<file path="src/rtl/conv_sync_sequencer_pkg.sv">
// Package: shared sizes and channel codes for the conversion-synchronized
// sequencer. Assumes a power-of-two channel count is not required; the
// counter wraps explicitly at the last channel.
package conv_sync_sequencer_pkg;

    localparam int unsigned SEQ_N_CH   = 4;
    localparam int unsigned SEQ_DATA_W = 12;

    // Channel codes in sequence order; the reference is always the last one.
    typedef enum logic [1:0] {
        CH_AXIS_X = 2'd0,
        CH_AXIS_Y = 2'd1,
        CH_AXIS_Z = 2'd2,
        CH_REF    = 2'd3
    } chan_code_t;

endpackage

</file>
<file path="src/rtl/seq_eoc_edge.sv">
// Module: seq_eoc_edge
// Turns the converter end-of-conversion level into a single-cycle event on
// its rising edge. Assumes eoc is already synchronous to clk (the converter
// runs from the same clock tree). A long high level yields one event.
module seq_eoc_edge (
    input  logic clk,
    input  logic rst_n,
    input  logic eoc,
    output logic eoc_rise
);

    logic eoc_q;

    // Hold last sampled eoc level for edge comparison.
    always_ff @(posedge clk) begin
        if (!rst_n) begin
            eoc_q <= 1'b0;
        end else begin
            eoc_q <= eoc;
        end
    end

    // Event is the current high level against a low previous level.
    always_comb begin
        eoc_rise = eoc && !eoc_q;
    end

endmodule

</file>
<file path="src/rtl/seq_chan_counter.sv">
// Module: seq_chan_counter
// Holds the multiplexer select and steps it on each accepted event, wrapping
// from the last channel to channel 0. Also produces the end-of-frame strobe
// one cycle after the last channel is captured. Assumes 'advance' is
// already qualified with enable.
module seq_chan_counter #(
    parameter int unsigned N_CH = 4,
    localparam int unsigned SEL_W = (N_CH > 1) ? $clog2(N_CH) : 1
) (
    input  logic             clk,
    input  logic             rst_n,
    input  logic             advance,
    output logic [SEL_W-1:0] sel,
    output logic             frame_done
);

    localparam logic [SEL_W-1:0] LAST_CH = SEL_W'(N_CH - 1);

    logic at_last;

    // Flag the final channel of the sequence.
    always_comb begin
        at_last = (sel == LAST_CH);
    end

    // Step the select on accepted events, wrapping after the last channel.
    always_ff @(posedge clk) begin
        if (!rst_n) begin
            sel <= '0;
        end else if (advance) begin
            sel <= at_last ? '0 : sel + 1'b1;
        end
    end

    // Pulse the frame strobe for one cycle after the last channel is taken.
    always_ff @(posedge clk) begin
        if (!rst_n) begin
            frame_done <= 1'b0;
        end else begin
            frame_done <= advance && at_last;
        end
    end

endmodule

</file>
<file path="src/rtl/seq_capture_bank.sv">
// Module: seq_capture_bank
// One holding register and one valid flag per channel. A capture writes only
// the selected channel. A capture into channel 0 opens a new frame and
// clears the other flags. A read acknowledge clears a flag unless a capture
// into that channel happens on the same edge.
module seq_capture_bank #(
    parameter int unsigned N_CH   = 4,
    parameter int unsigned DATA_W = 12,
    localparam int unsigned SEL_W = (N_CH > 1) ? $clog2(N_CH) : 1
) (
    input  logic                     clk,
    input  logic                     rst_n,
    input  logic                     capture,
    input  logic [SEL_W-1:0]         sel,
    input  logic [DATA_W-1:0]        result,
    input  logic [N_CH-1:0]          rd_ack,
    output logic [N_CH*DATA_W-1:0]   ch_data,
    output logic [N_CH-1:0]          ch_valid
);

    logic new_frame;

    // A capture into the first channel marks the start of a new frame.
    always_comb begin
        new_frame = capture && (sel == '0);
    end

    for (genvar k = 0; k < N_CH; k++) begin : g_chan
        logic hit;
        logic drop;

        // Decode whether this channel is written or invalidated this cycle.
        always_comb begin
            hit  = capture && (sel == SEL_W'(k));
            drop = rd_ack[k] || (new_frame && (k != 0));
        end

        // Store the result for this channel when it is the captured one.
        always_ff @(posedge clk) begin
            if (!rst_n) begin
                ch_data[k*DATA_W +: DATA_W] <= '0;
            end else if (hit) begin
                ch_data[k*DATA_W +: DATA_W] <= result;
            end
        end

        // Maintain the fresh-data flag; a capture outranks any clear.
        always_ff @(posedge clk) begin
            if (!rst_n) begin
                ch_valid[k] <= 1'b0;
            end else if (hit) begin
                ch_valid[k] <= 1'b1;
            end else if (drop) begin
                ch_valid[k] <= 1'b0;
            end
        end
    end

endmodule

</file>
<file path="src/rtl/conv_sync_sequencer.sv">
// Module: conv_sync_sequencer (top)
// Steps the multiplexer select through X, Y, Z and reference on converter
// end-of-conversion rising edges and files each result under the channel
// that was selected while it converted. Assumes the result is stable while
// eoc is high and that eoc shares the system clock.
module conv_sync_sequencer #(
    parameter int unsigned N_CH   = conv_sync_sequencer_pkg::SEQ_N_CH,
    parameter int unsigned DATA_W = conv_sync_sequencer_pkg::SEQ_DATA_W,
    localparam int unsigned SEL_W = (N_CH > 1) ? $clog2(N_CH) : 1
) (
    input  logic                   clk,
    input  logic                   rst_n,
    input  logic                   enable,
    input  logic                   eoc,
    input  logic [DATA_W-1:0]      result,
    input  logic [N_CH-1:0]        rd_ack,
    output logic [SEL_W-1:0]       mux_sel,
    output logic [N_CH*DATA_W-1:0] ch_data,
    output logic [N_CH-1:0]        ch_valid,
    output logic                   frame_done
);

    logic eoc_rise;
    logic take;

    seq_eoc_edge u_edge (
        .clk      (clk),
        .rst_n    (rst_n),
        .eoc      (eoc),
        .eoc_rise (eoc_rise)
    );

    // Accept an event only while sequencing is enabled.
    always_comb begin
        take = eoc_rise && enable;
    end

    seq_chan_counter #(
        .N_CH (N_CH)
    ) u_count (
        .clk        (clk),
        .rst_n      (rst_n),
        .advance    (take),
        .sel        (mux_sel),
        .frame_done (frame_done)
    );

    seq_capture_bank #(
        .N_CH   (N_CH),
        .DATA_W (DATA_W)
    ) u_bank (
        .clk      (clk),
        .rst_n    (rst_n),
        .capture  (take),
        .sel      (mux_sel),
        .result   (result),
        .rd_ack   (rd_ack),
        .ch_data  (ch_data),
        .ch_valid (ch_valid)
    );

endmodule

</file>
<file path="config.mk">
export PLATFORM = sky130hd
export DESIGN_NAME = conv_sync_sequencer
export DESIGN_NICKNAME = d
export VERILOG_FILES = /design/src/rtl/conv_sync_sequencer_pkg.sv /design/src/rtl/seq_eoc_edge.sv /design/src/rtl/seq_chan_counter.sv /design/src/rtl/seq_capture_bank.sv /design/src/rtl/conv_sync_sequencer.sv
export SDC_FILE = /design/constraint.sdc
export NUM_CORES = 1
export LEC_CHECK = 0
export CORE_ASPECT_RATIO = 0.8
export CORE_MARGIN = 10
export CORE_UTILIZATION = 29
export CTS_BUF_LIST = sky130_fd_sc_hd__clkbuf_8
export CTS_CLUSTER_DIAMETER = 50
export DETAILED_ROUTE_END_ITERATION = 8
export PLACE_DENSITY = 0.65
export SLEW_MARGIN = 20
export SYNTH_ARGS = -nofsm -noshare
export SYNTH_HDL_FRONTEND = slang
export SYNTH_SLANG_ARGS = --single-unit
export TNS_END_PERCENT = 1
</file>
<file path="constraint.sdc">
create_clock -name clk -period 3.4 [get_ports clk]
set_clock_uncertainty 0.1 [all_clocks]
set_input_delay 0.51 -clock clk [delete_from_list [all_inputs] [get_ports clk]]
set_output_delay 0.51 -clock clk [all_outputs]
set_load 0.005 [all_outputs]
</file>
# After elaboration in Yosys (flattened, before gate mapping)
# Cells that the tools add are included.
# Widths: inputs -> output; s select.
[classes]
muxes = 9
addsub = 1
n_reduce_logical = 15
n_eq_ne = 3
[ops]
columns = ["op", "n"]
rows = [
  ["$mux 1", 8],
  ["$reduce_bool 2->1", 4],
  ["$logic_and 1x1->1", 6],
  ["$eq 2x2->1 const B", 2],
  ["$logic_or 1x1->1", 3],
  ["$add 2x1->2 const B", 1],
  ["$eq 2x1->1 const B", 1],
  ["$logic_not 2->1", 1],
  ["$mux 2", 1],
  ["$logic_not 1->1", 1],
]
[totals]
in_bits = 20
ff_bits = 56
wordCells = 39
output_inout_bits = 55

# Longest topological paths before layout
# Gate-level depths: netlist (run 1).
[depth]
word_depth = 7
depth_mapped = 5
mapped_depth_nobuf = 4

# By module
# A second synthesis (run 1) with hierarchy kept.
[hier_totals]
cells_unflattened = 208
area_unflattened_um2 = 1985.7
[modules_own_cells]
columns = ["mod", "n_inst", "area_per_inst_um2", "cells_per_inst", "seq_area_each_um2"]
rows = [
  ["seq_capture_bank", 1, 1816.7, 194, 1041.0],
  ["seq_chan_counter", 1, 122.6, 10, 60.1],
  ["seq_eoc_edge", 1, 40.0, 3, 20.0],
  ["conv_sync_sequencer", 1, 6.3, 1, 0.0],
]

# Worst setup path before layout (run 1)
# Ideal clock, no wire load.
[synth_path]
path_kind = "input -> register"
startpoint = "input port eoc"
endpoint = "register u_count.frame_done"
arrival_ps = 1240
n_path_buf = 3
path_slack_ps = 1944
setup_ps = 116
cell_stages = 5
cell_sequence = "buf_6 > and4b_1 > buf_6 > buf_12 > and2_2"
[synth_between]
elab_chain_len = 3
[synth_rtl]
columns = ["element", "line", "rtl"]
rows = [
  ["from (decl)", "conv_sync_sequencer.sv:14", "input logic eoc,"],
  ["$logic_and 1x1->1", "seq_eoc_edge.sv:25", "eoc_rise = eoc && !eoc_q;"],
  ["$logic_and 1x1->1", "conv_sync_sequencer.sv:35", "take = eoc_rise && enable;"],
  ["$logic_and 1x1->1", "seq_chan_counter.sv:40", "frame_done <= advance && at_last;"],
  ["to (signal assigned)", "seq_chan_counter.sv:40", ""],
  ["to (decl)", "seq_chan_counter.sv:14", "output logic frame_done"],
]
# Every way passes these cells.
# A chain may end at the register's enable or synchronous reset.

# Final worst setup path (run 1)
[layout_path]
startpoint = "input port eoc"
endpoint = "register u_bank.ch_data[9]"
[layout_between]
elab_chain_len = 3
[layout_rtl]
columns = ["element", "line", "rtl"]
rows = [
  ["$logic_and 1x1->1", "seq_eoc_edge.sv:25", ""],
  ["$logic_and 1x1->1", "conv_sync_sequencer.sv:35", ""],
  ["$logic_and 1x1->1", "seq_capture_bank.sv:34", "hit = capture && (sel == SEL_W'(k));"],
  ["to (signal, indexed assignment)", "seq_capture_bank.sv:43", "ch_data[k*DATA_W +: DATA_W] <= result;"],
  ["to (decl)", "seq_capture_bank.sv:17", "output logic [N_CH*DATA_W-1:0] ch_data,"],
]
# Every way passes these cells.

==> impl_metrics.json, run 1 <==
{
  "fillers": 743,
  "numCtsBuffers": 5,
  "leakagePower_nw": 1.33,
  "cpPeakStageDelay_ns": 0.61,
  "grt_overflow_total": 0,
  "die_width_um": 117,
  "drive_gt1_share_pct": 6.14,
  "critPathMaxFanout": 13,
  "path_class": "in2reg",
  "synth_warnings": 0,
  "cp_top_family": "buffers and inverters",
  "ys_ff_latch": 56,
  "cts_resized": 0,
  "finalWorstPathRequiredPeriod_ns": 1.95,
  "drc": 0,
  "worstMarginPinSlew_ns": 0.677,
  "fmaxAchievable_ghz": 0.513,
  "initial_utilization_pct": 29.7,
  "syn_nets": 232,
  "die_h_um": 97.6,
  "finalCritPeriodShare_pct": 57.3,
  "drtIter0Drc": 40,
  "setup_ws_ns": 1.45,
  "ir_drop_mv": 0.172,
  "multi_input_area_sq_um": 941,
  "rr_worst_depth": 4,
  "cp-start-kind": "primary input",
  "grt_pass1_wl_um": 9010,
  "cts_tree": "yes",
  "r2r_slack_ns": 1.66,
  "drv_cap": 0,
  "core.rowCount": 28,
  "synth_area_per_cell_sq_um": 10.5,
  "hold_buffers": 0,
  "antenna_left": 0,
  "netlist_area_sq_um": 2180,
  "grt_pass1_vias": 1697,
  "outcome": "complete, no violations",
  "coreArea_sq_um": 7360,
  "cp_data_arrival_time_ns": 2.06,
  "syn2layout_area_growth_pct": 40.1,
  "post-cts-setup-buffers": 0,
  "final_hold_viol_count": 0,
  "place_ws_ns": 1.11,
  "wl_um": 5700,
  "clkLatencyLatePin_ns": 0.30,
  "place_hpwl_um": 4170,
  "clock_path_buffers": 2,
  "synth_top_area_share_pct": 51.4,
  "drt-vias-per-instance": 4.44,
  "end_kind": "flop",
  "gp_congestion": 0.670,
  "portBuffers": 74,
  "grt_usage_pct": 9.87,
  "insertedDiodeCount": 0,
  "rsz0062_at_grt": "no",
  "clock-sinks": 56,
  "cp-endpoint": "u_bank.ch_data[9]$_SDFFE_PN0P_",
  "synth_seq_area_share_pct": 51.4,
  "setup_viol": 0,
  "relSlewSlack_pct": 54.7,
  "slowest_stage": "clkdlybuf4s50_1",
  "p_per_area_nw_per_um2": 393,
  "layout.area.seq_sq_um": 1120,
  "crit_path_start": "eoc",
  "rr_endpoint": "u_bank.ch_data[9]$_SDFFE_PN0P_",
  "ys_types": 20,
  "cts_root_buffer": "clkbuf_8",
  "rr_startpoint": "u_count.sel[0]$_SDFFE_PN0P_",
  "finalPower_mw": 1.20,
  "synth_area_leaders": "dfxtp_1 (51%), mux2i_1 (23%), nand2_1 (11%)",
  "crit_required_ns": 3.51,
  "htree_levels": 2,
  "crit_chain": "clkdlybuf4s50_1 -> nand4b_2 -> mux2i_1",
  "tns_ns": 0,
  "netlist_instances": 208,
  "finalNetCount": 300,
  "path_depth": 3,
  "drt-wirelength-per-cell_um": 15.5,
  "min_path_type": "reg2reg",
  "yosys.area.top_type": "dfxtp_1",
  "die_area_sq_um": 11400,
  "ios": 75,
  "antenna_found_initial": 0,
  "firstDrtPassIters": 4,
  "cp.buffers_inverters": 1,
  "slew_viol_final": 0,
  "grt_max_degree": 40,
  "clk_pin_slew_worst_paths_ns": 0.09,
  "vias": 1631
}
==> synthesized netlist by cell type <==
library cell / instances
nand4b_2: 3
or3b_2: 1
inv_1: 3
and4b_1: 2
nand2b_1: 1
buf_12: 1
o2bb2ai_1: 1
ha_1: 4
buf_4: 3
o22ai_1: 2
buf_6: 3
clkbuf_1: 6
buf_2: 2
a21oi_1: 1
and2_2: 2
and3b_2: 1
mux2i_1: 50
nand3b_1: 3
nand2_1: 63
dfxtp_1: 56
==> power by group <==
part	total, mW	leakage (nW)	internal [mW]	switching [mW]
logic	0.107	0.819	0.0584	0.0485
registers	0.676	0.453	0.668	0.00791
clock network	0.419	0.0593	0.216	0.203
total	1.20	1.33	0.942	0.259
==> cell families after synthesis <==
kind of cell / count (synthesis) / share of synthesized area (%)
AO/OA/AOI/OAI: 4 / 1.20
adder cells (fa/ha/maj): 4 / 2.29
buffers and inverters: 18 / 5.50
flip-flops: 56 / 51.4
multiplexers: 50 / 22.9
AND/OR/NAND/NOR: 76 / 16.7
==> state kept, by name, summed over array words and instances, names as in the netlist <==
name	flops
u_bank.ch_data	48
u_bank.ch_valid	4
u_count.frame_done	1
u_count.sel	2
u_edge.eoc_q	1
==> per-layer routing <==
| metal | vias up | global-route usage, % | part of all wire [%] |
|---|---|---|---|
| li1 | 824 | - | - |
| met1 | 755 | 12.0 | 45 |
| met2 | 50 | 14.9 | 43 |
| met3 | 2 | 5.43 | 12 |
| met4 | 0 | 1.99 | 0.30 |
| met5 | - | 0 | 0 |
==> how the worst min path moves through the flow <==
| stage | start | endpoint | slack [ns] | cells after the start |
|---|---|---|---|---|
| finish | u_bank.ch_data[46]$_SDFFE_PN0P_ | u_bank.ch_data[46]$_SDFFE_PN0P_ | 0.36 | 2 |
| global route | u_bank.ch_data[2]$_SDFFE_PN0P_ | u_bank.ch_data[2]$_SDFFE_PN0P_ | 0.38 | 2 |
| CTS | u_bank.ch_data[39]$_SDFFE_PN0P_ | u_bank.ch_data[39]$_SDFFE_PN0P_ | 0.37 | 2 |
| detailed placement | u_bank.ch_data[39]$_SDFFE_PN0P_ | u_bank.ch_data[39]$_SDFFE_PN0P_ | 0.35 | 2 |
| global placement | u_bank.ch_data[39]$_SDFFE_PN0P_ | u_bank.ch_data[39]$_SDFFE_PN0P_ | 0.35 | 2 |
| floorplan | u_bank.ch_data[36]$_SDFFE_PN0P_ | u_bank.ch_data[36]$_SDFFE_PN0P_ | 0.35 | 2 |
==> stage by stage <==
step | cell area, sq um | std cells | hold WS (ns) | utilization (%)
after floorplan | 2180 | 208 | 0.351 | -
after global placement | 2950 | 359 | 0.345 | 40.1
after detailed placement | 2950 | 359 | 0.349 | 40.1
after CTS | 3060 | 367 | 0.367 | 41.5
after global routing | 3060 | 367 | 0.379 | 41.5
final | 3060 | 367 | 0.364 | 41.5
==> cell type report <==
type,count,share of cell area [%]
clock buffers,5,2.25
clock inverters,3,1.27
inverters,3,0.368
multi-input cells,134,30.8
flip-flops and latches,56,36.7
well taps,90,3.68
repair buffers,76,25.0
==> worst register-to-register path: cells and delay by family (launching register included) <==
| family | cells | cell delay, ns |
|---|---|---|
| adders and majority gates | 1 | 0.18 |
| buffers and inverters | 1 | 0.09 |
| DFF | 1 | 0.37 |
| muxes | 1 | 0.36 |
| and+or+nand+nor | 1 | 0.56 |
==> placed cells by master (no fill, tap or decap), types with 3 or more instances in the layout <==
cell             count
mux2i_1             50
clkdlybuf4s50_1     73
nand3b_1             3
clkbuf_8             5
dfxtp_1             56
nand2_1             63
inv_1                4
nand4b_2             3
ha_1                 4
(Power assumes the default switching activity.)
==> inputs of run 2 (changes only) <==
- clock period: 3.4 -> 1.9 ns (I/O delays scaled with it)
==> impl_metrics.json, run 2 (synthesis gave the netlist of run 1 again) <==
{
  "rsz0062_at_grt": "no",
  "die_area_sq_um": 11400,
  "fin_util_pct": 42.1,
  "antenna_found_initial": 0,
  "largest_register_ffs": 48,
  "drive_gt1_share_pct": 7.47,
  "slew_viol_final": 0,
  "cp_top_family": "buffers and inverters",
  "clkLatencyLatePin_ns": 0.30,
  "grt_usage_pct": 10.0,
  "rr_worst_depth": 5,
  "finalCritPeriodShare_pct": 87.6,
  "wl_um": 5710,
  "portBuffers": 74,
  "drv_cap": 0,
  "core.rowCount": 28,
  "hold_buffers": 0,
  "drc": 0,
  "grt_pass1_vias": 1689,
  "ios": 75,
  "insertedDiodeCount": 0,
  "gp_congestion": 0.679,
  "relSlewSlack_pct": 81.1,
  "rr_startpoint": "u_count.sel[0]$_SDFFE_PN0P_",
  "outcome": "complete, no violations",
  "cp-start-kind": "flop",
  "r2r_slack_ns": 0.37,
  "die_width_um": 117,
  "coreArea_sq_um": 7360,
  "cp.buffers_inverters": 1,
  "clock-sinks": 56,
  "largest_register": "u_bank.ch_data",
  "min_path_type": "in2reg",
  "tns_ns": 0,
  "fillers": 717,
  "cp-endpoint": "mux_sel[0]",
  "rr_endpoint": "u_bank.ch_data[4]$_SDFFE_PN0P_",
  "syn2layout_area_growth_pct": 42.0,
  "place_ws_ns": 0.168,
  "top_regs": "u_bank.ch_data (48), u_bank.ch_valid (4), u_count.sel (2)",
  "cts_root_buffer": "clkbuf_8",
  "drtIter0Drc": 58,
  "cts_tree": "yes",
  "hp-start": "rst_n",
  "die_h_um": 97.6,
  "clk_pin_slew_worst_paths_ns": 0.10,
  "grt_max_degree": 36,
  "vias": 1660,
  "cp_data_arrival_time_ns": 1.28,
  "timing.hold.ws_ns": 0.229,
  "numCtsBuffers": 5,
  "cpPeakStageDelay_ns": 0.55,
  "slowest_stage": "clkdlybuf4s50_1",
  "drt-wirelength-per-cell_um": 15.4,
  "path_depth": 1,
  "antenna_left": 0,
  "grt_overflow_total": 0,
  "crit_required_ns": 1.51,
  "end_kind": "primary output",
  "finalWorstPathRequiredPeriod_ns": 1.67,
  "post-cts-setup-buffers": 0,
  "finalNetCount": 304,
  "drt-vias-per-instance": 4.47,
  "firstDrtPassIters": 4,
  "setup_viol": 0,
  "fmaxAchievable_ghz": 0.601,
  "p_per_area_nw_per_um2": 697,
  "initial_utilization_pct": 29.7,
  "worstMarginPinSlew_ns": 0.283,
  "final_cell_mix": "clkdlybuf4s50_1 (73), nand2_1 (63), dfxtp_1 (56), mux2i_1 (50), clkbuf_8 (5)",
  "setup_ws_ns": 0.235,
  "critPathMaxFanout": 6,
  "leakagePower_nw": 1.35,
  "ir_drop_mv": 0.389,
  "grt_pass1_wl_um": 9130,
  "clock_path_buffers": 2,
  "final_hold_viol_count": 0,
  "path_class": "reg2out",
  "cts_resized": 0,
  "crit_chain": "clkdlybuf4s50_1",
  "htree_levels": 2,
  "place_hpwl_um": 4100,
  "crit_path_start": "u_count.sel[0]$_SDFFE_PN0P_",
  "final_common_cell": "clkdlybuf4s50_1"
}
==> run 2: cell types whose count changed in the layout (fill, tap and decap cells not counted) <==
cell / change
buf_4: +3
buf_12: +1
==> run 2: cell type report <==
| cell class | count | area (sq um) | share of cell area [%] |
|---|---|---|---|
| clock buffer | 5 | 68.8 | 2.22 |
| tap | 90 | 113 | 3.63 |
| multi-input combinational | 134 | 941 | 30.4 |
| inverter | 3 | 11.3 | 0.363 |
| sequential | 56 | 1120 | 36.2 |
| clock inverter | 3 | 38.8 | 1.25 |
| timing repair buffer | 80 | 806 | 26.0 |
==> run 2: power breakdown <==
group / total [mW] / switching, mW / internal (mW) / leakage, nW
Combinational: 0.197 / 0.0898 / 0.107 / 0.839
Sequential: 1.21 / 0.0137 / 1.19 / 0.453
Clock: 0.754 / 0.368 / 0.386 / 0.0593
==> run 2: routing by layer <==
layer / part of all wire, % / GRT usage [%] / up-vias
met1: 46 / 13.3 / 771
met3: 11 / 5.19 / 5
met4: 0.61 / 1.99 / 0
met2: 42 / 14.1 / 53
li1: - / - / 831
met5: 0 / 0 / -
==> run 2: worst min path at each step <==
stage,endpoint,cells past startpoint
after CTS,u_count.sel[1]$_SDFFE_PN0P_,3
after detailed placement,u_bank.ch_data[43]$_SDFFE_PN0P_,2
after floorplan,u_bank.ch_data[36]$_SDFFE_PN0P_,2
after global routing,u_count.sel[1]$_SDFFE_PN0P_,3
final,u_count.sel[1]$_SDFFE_PN0P_,3
after global placement,u_bank.ch_data[37]$_SDFFE_PN0P_,2
==> run 2: metrics by stage <==
stage	cells	cell area, sq um	total power [mW]
floorplan	208	2180	1.33
global placement	363	2990	1.43
detailed placement	363	2990	1.43
CTS	371	3100	2.21
global route	371	3100	2.27
finish	371	3100	2.16
==> inputs of run 3 (changes only) <==
- CORE_UTILIZATION: 29 -> 44
- PLACE_DENSITY: 0.65 -> 0.88
==> impl_metrics.json, run 3 (synthesis gave the netlist of run 1 again) <==
{
  "finalNetCount": 306,
  "rr_endpoint": "u_bank.ch_data[4]$_SDFFE_PN0P_",
  "clkLatencyLatePin_ns": 0.31,
  "drtIter0Drc": 59,
  "p_per_area_nw_per_um2": 710,
  "grt_pass1_wl_um": 8960,
  "leakagePower_nw": 1.35,
  "htree_levels": 2,
  "syn2layout_area_growth_pct": 40.6,
  "grt_pass1_vias": 1758,
  "cp-endpoint": "mux_sel[0]",
  "ios": 75,
  "drv_cap": 0,
  "clock_path_buffers": 2,
  "drc": 0,
  "cpPeakStageDelay_ns": 0.57,
  "rr_startpoint": "u_count.sel[0]$_SDFFE_PN0P_",
  "die_width_um": 98.7,
  "setup_viol": 0,
  "gp_congestion": 0.714,
  "crit_chain": "clkdlybuf4s50_1",
  "cp-start-kind": "flop",
  "grt_overflow_total": 0,
  "finalWorstPathRequiredPeriod_ns": 1.71,
  "finalCritPeriodShare_pct": 89.8,
  "largest_register_ffs": 48,
  "antenna_found_initial": 0,
  "worstMarginPinSlew_ns": 0.287,
  "cp.buffers_inverters": 1,
  "relSlewSlack_pct": 80.8,
  "antenna_left": 0,
  "finalPower_mw": 2.18,
  "crit_path_start": "u_count.sel[0]$_SDFFE_PN0P_",
  "firstDrtPassIters": 4,
  "min_path_type": "in2reg",
  "drive_gt1_share_pct": 8.48,
  "grt_max_degree": 71,
  "cts_tree": "yes",
  "placed_area_sq_um": 2960,
  "cp_data_arrival_time_ns": 1.32,
  "fin_area_sq_um": 3070,
  "end_kind": "primary output",
  "critPathMaxFanout": 6,
  "coreArea_sq_um": 4680,
  "final_common_cell": "clkdlybuf4s50_1",
  "wl_um": 5410,
  "path_class": "reg2out",
  "crit_required_ns": 1.51,
  "die_h_um": 83.0,
  "portBuffers": 74,
  "hold_path_depth": 3,
  "fmaxAchievable_ghz": 0.586,
  "r2r_slack_ns": 0.36,
  "outcome": "complete, no violations",
  "post-cts-setup-buffers": 0,
  "final_hold_viol_count": 0,
  "fin_util_pct": 65.6,
  "clk_pin_slew_worst_paths_ns": 0.09,
  "cts_root_buffer": "clkbuf_8",
  "hold_buffers": 0,
  "final_cell_mix": "clkdlybuf4s50_1 (73), nand2_1 (63), dfxtp_1 (56), mux2i_1 (50), buf_4 (7)",
  "cp_top_family": "buffers and inverters",
  "rr_worst_depth": 5,
  "drt-wirelength-per-cell_um": 15.8,
  "path_depth": 1,
  "slew_viol_final": 0,
  "slowest_stage": "clkdlybuf4s50_1",
  "initial_utilization_pct": 46.6,
  "ir_drop_mv": 0.532,
  "grt_usage_pct": 13.3,
  "vias": 1665,
  "cts_resized": 0,
  "drt-vias-per-instance": 4.85,
  "clock-sinks": 56,
  "tns_ns": 0,
  "core.rowCount": 22,
  "largest_register": "u_bank.ch_data",
  "rsz0062_at_grt": "no",
  "place_hpwl_um": 4040,
  "die_area_sq_um": 8190,
  "numCtsBuffers": 5,
  "top_regs": "u_bank.ch_data (48), u_bank.ch_valid (4), u_count.sel (2)",
  "insertedDiodeCount": 0
}
[run 3: layout make-up]
cell class	count	area, sq um
flip-flops and latches	56	1120
well taps	60	75.1
clock inverters	3	42.5
repair buffers	82	808
inverters	3	11.3
clock buffers	5	68.8
multi-input cells	134	941
fillers	386	1610
[run 3: metrics by stage]
| step | hold slack [ns] | instances | setup WS, ns |
|---|---|---|---|
| 2_1_floorplan | 0.351 | 208 | 0.504 |
| 3_3_place_gp | 0.343 | 335 | 0.219 |
| 3_5_place_dp | 0.352 | 335 | 0.163 |
| 4_1_cts | 0.265 | 343 | 0.177 |
| 5_1_grt | 0.290 | 343 | 0.113 |
| 6_report | 0.270 | 343 | 0.193 |
[run 3: worst min path at each step]
| stage | slack (ns) | startpoint | to |
|---|---|---|---|
| 4_1_cts | 0.27 | rst_n | u_count.sel[0]$_SDFFE_PN0P_ |
| 5_1_grt | 0.29 | rst_n | u_count.sel[0]$_SDFFE_PN0P_ |
| 6_report | 0.27 | rst_n | u_count.sel[0]$_SDFFE_PN0P_ |
| 3_3_place_gp | 0.34 | u_bank.ch_data[33]$_SDFFE_PN0P_ | u_bank.ch_data[33]$_SDFFE_PN0P_ |
| 3_5_place_dp | 0.35 | u_bank.ch_data[19]$_SDFFE_PN0P_ | u_bank.ch_data[19]$_SDFFE_PN0P_ |
| 2_1_floorplan | 0.35 | u_bank.ch_data[36]$_SDFFE_PN0P_ | u_bank.ch_data[36]$_SDFFE_PN0P_ |
[run 3: power by group]
group / switching [mW] / internal (mW) / leakage (nW)
Combinational: 0.0873 / 0.107 / 0.846
Clock: 0.384 / 0.390 / 0.0541
Sequential: 0.0139 / 1.19 / 0.453
[run 3: layer usage]
| layer | vias to the layer above | wire length, um | GRT usage [%] | part of all wire [%] |
|---|---|---|---|---|
| li1 | 835 | - | - | - |
| met1 | 771 | 2390 | 15.1 | 44 |
| met2 | 51 | 2380 | 20.7 | 44 |
| met3 | 8 | 586 | 7.37 | 11 |
| met4 | 0 | 60 | 3.88 | 1.1 |
| met5 | - | 0 | 0 | 0 |
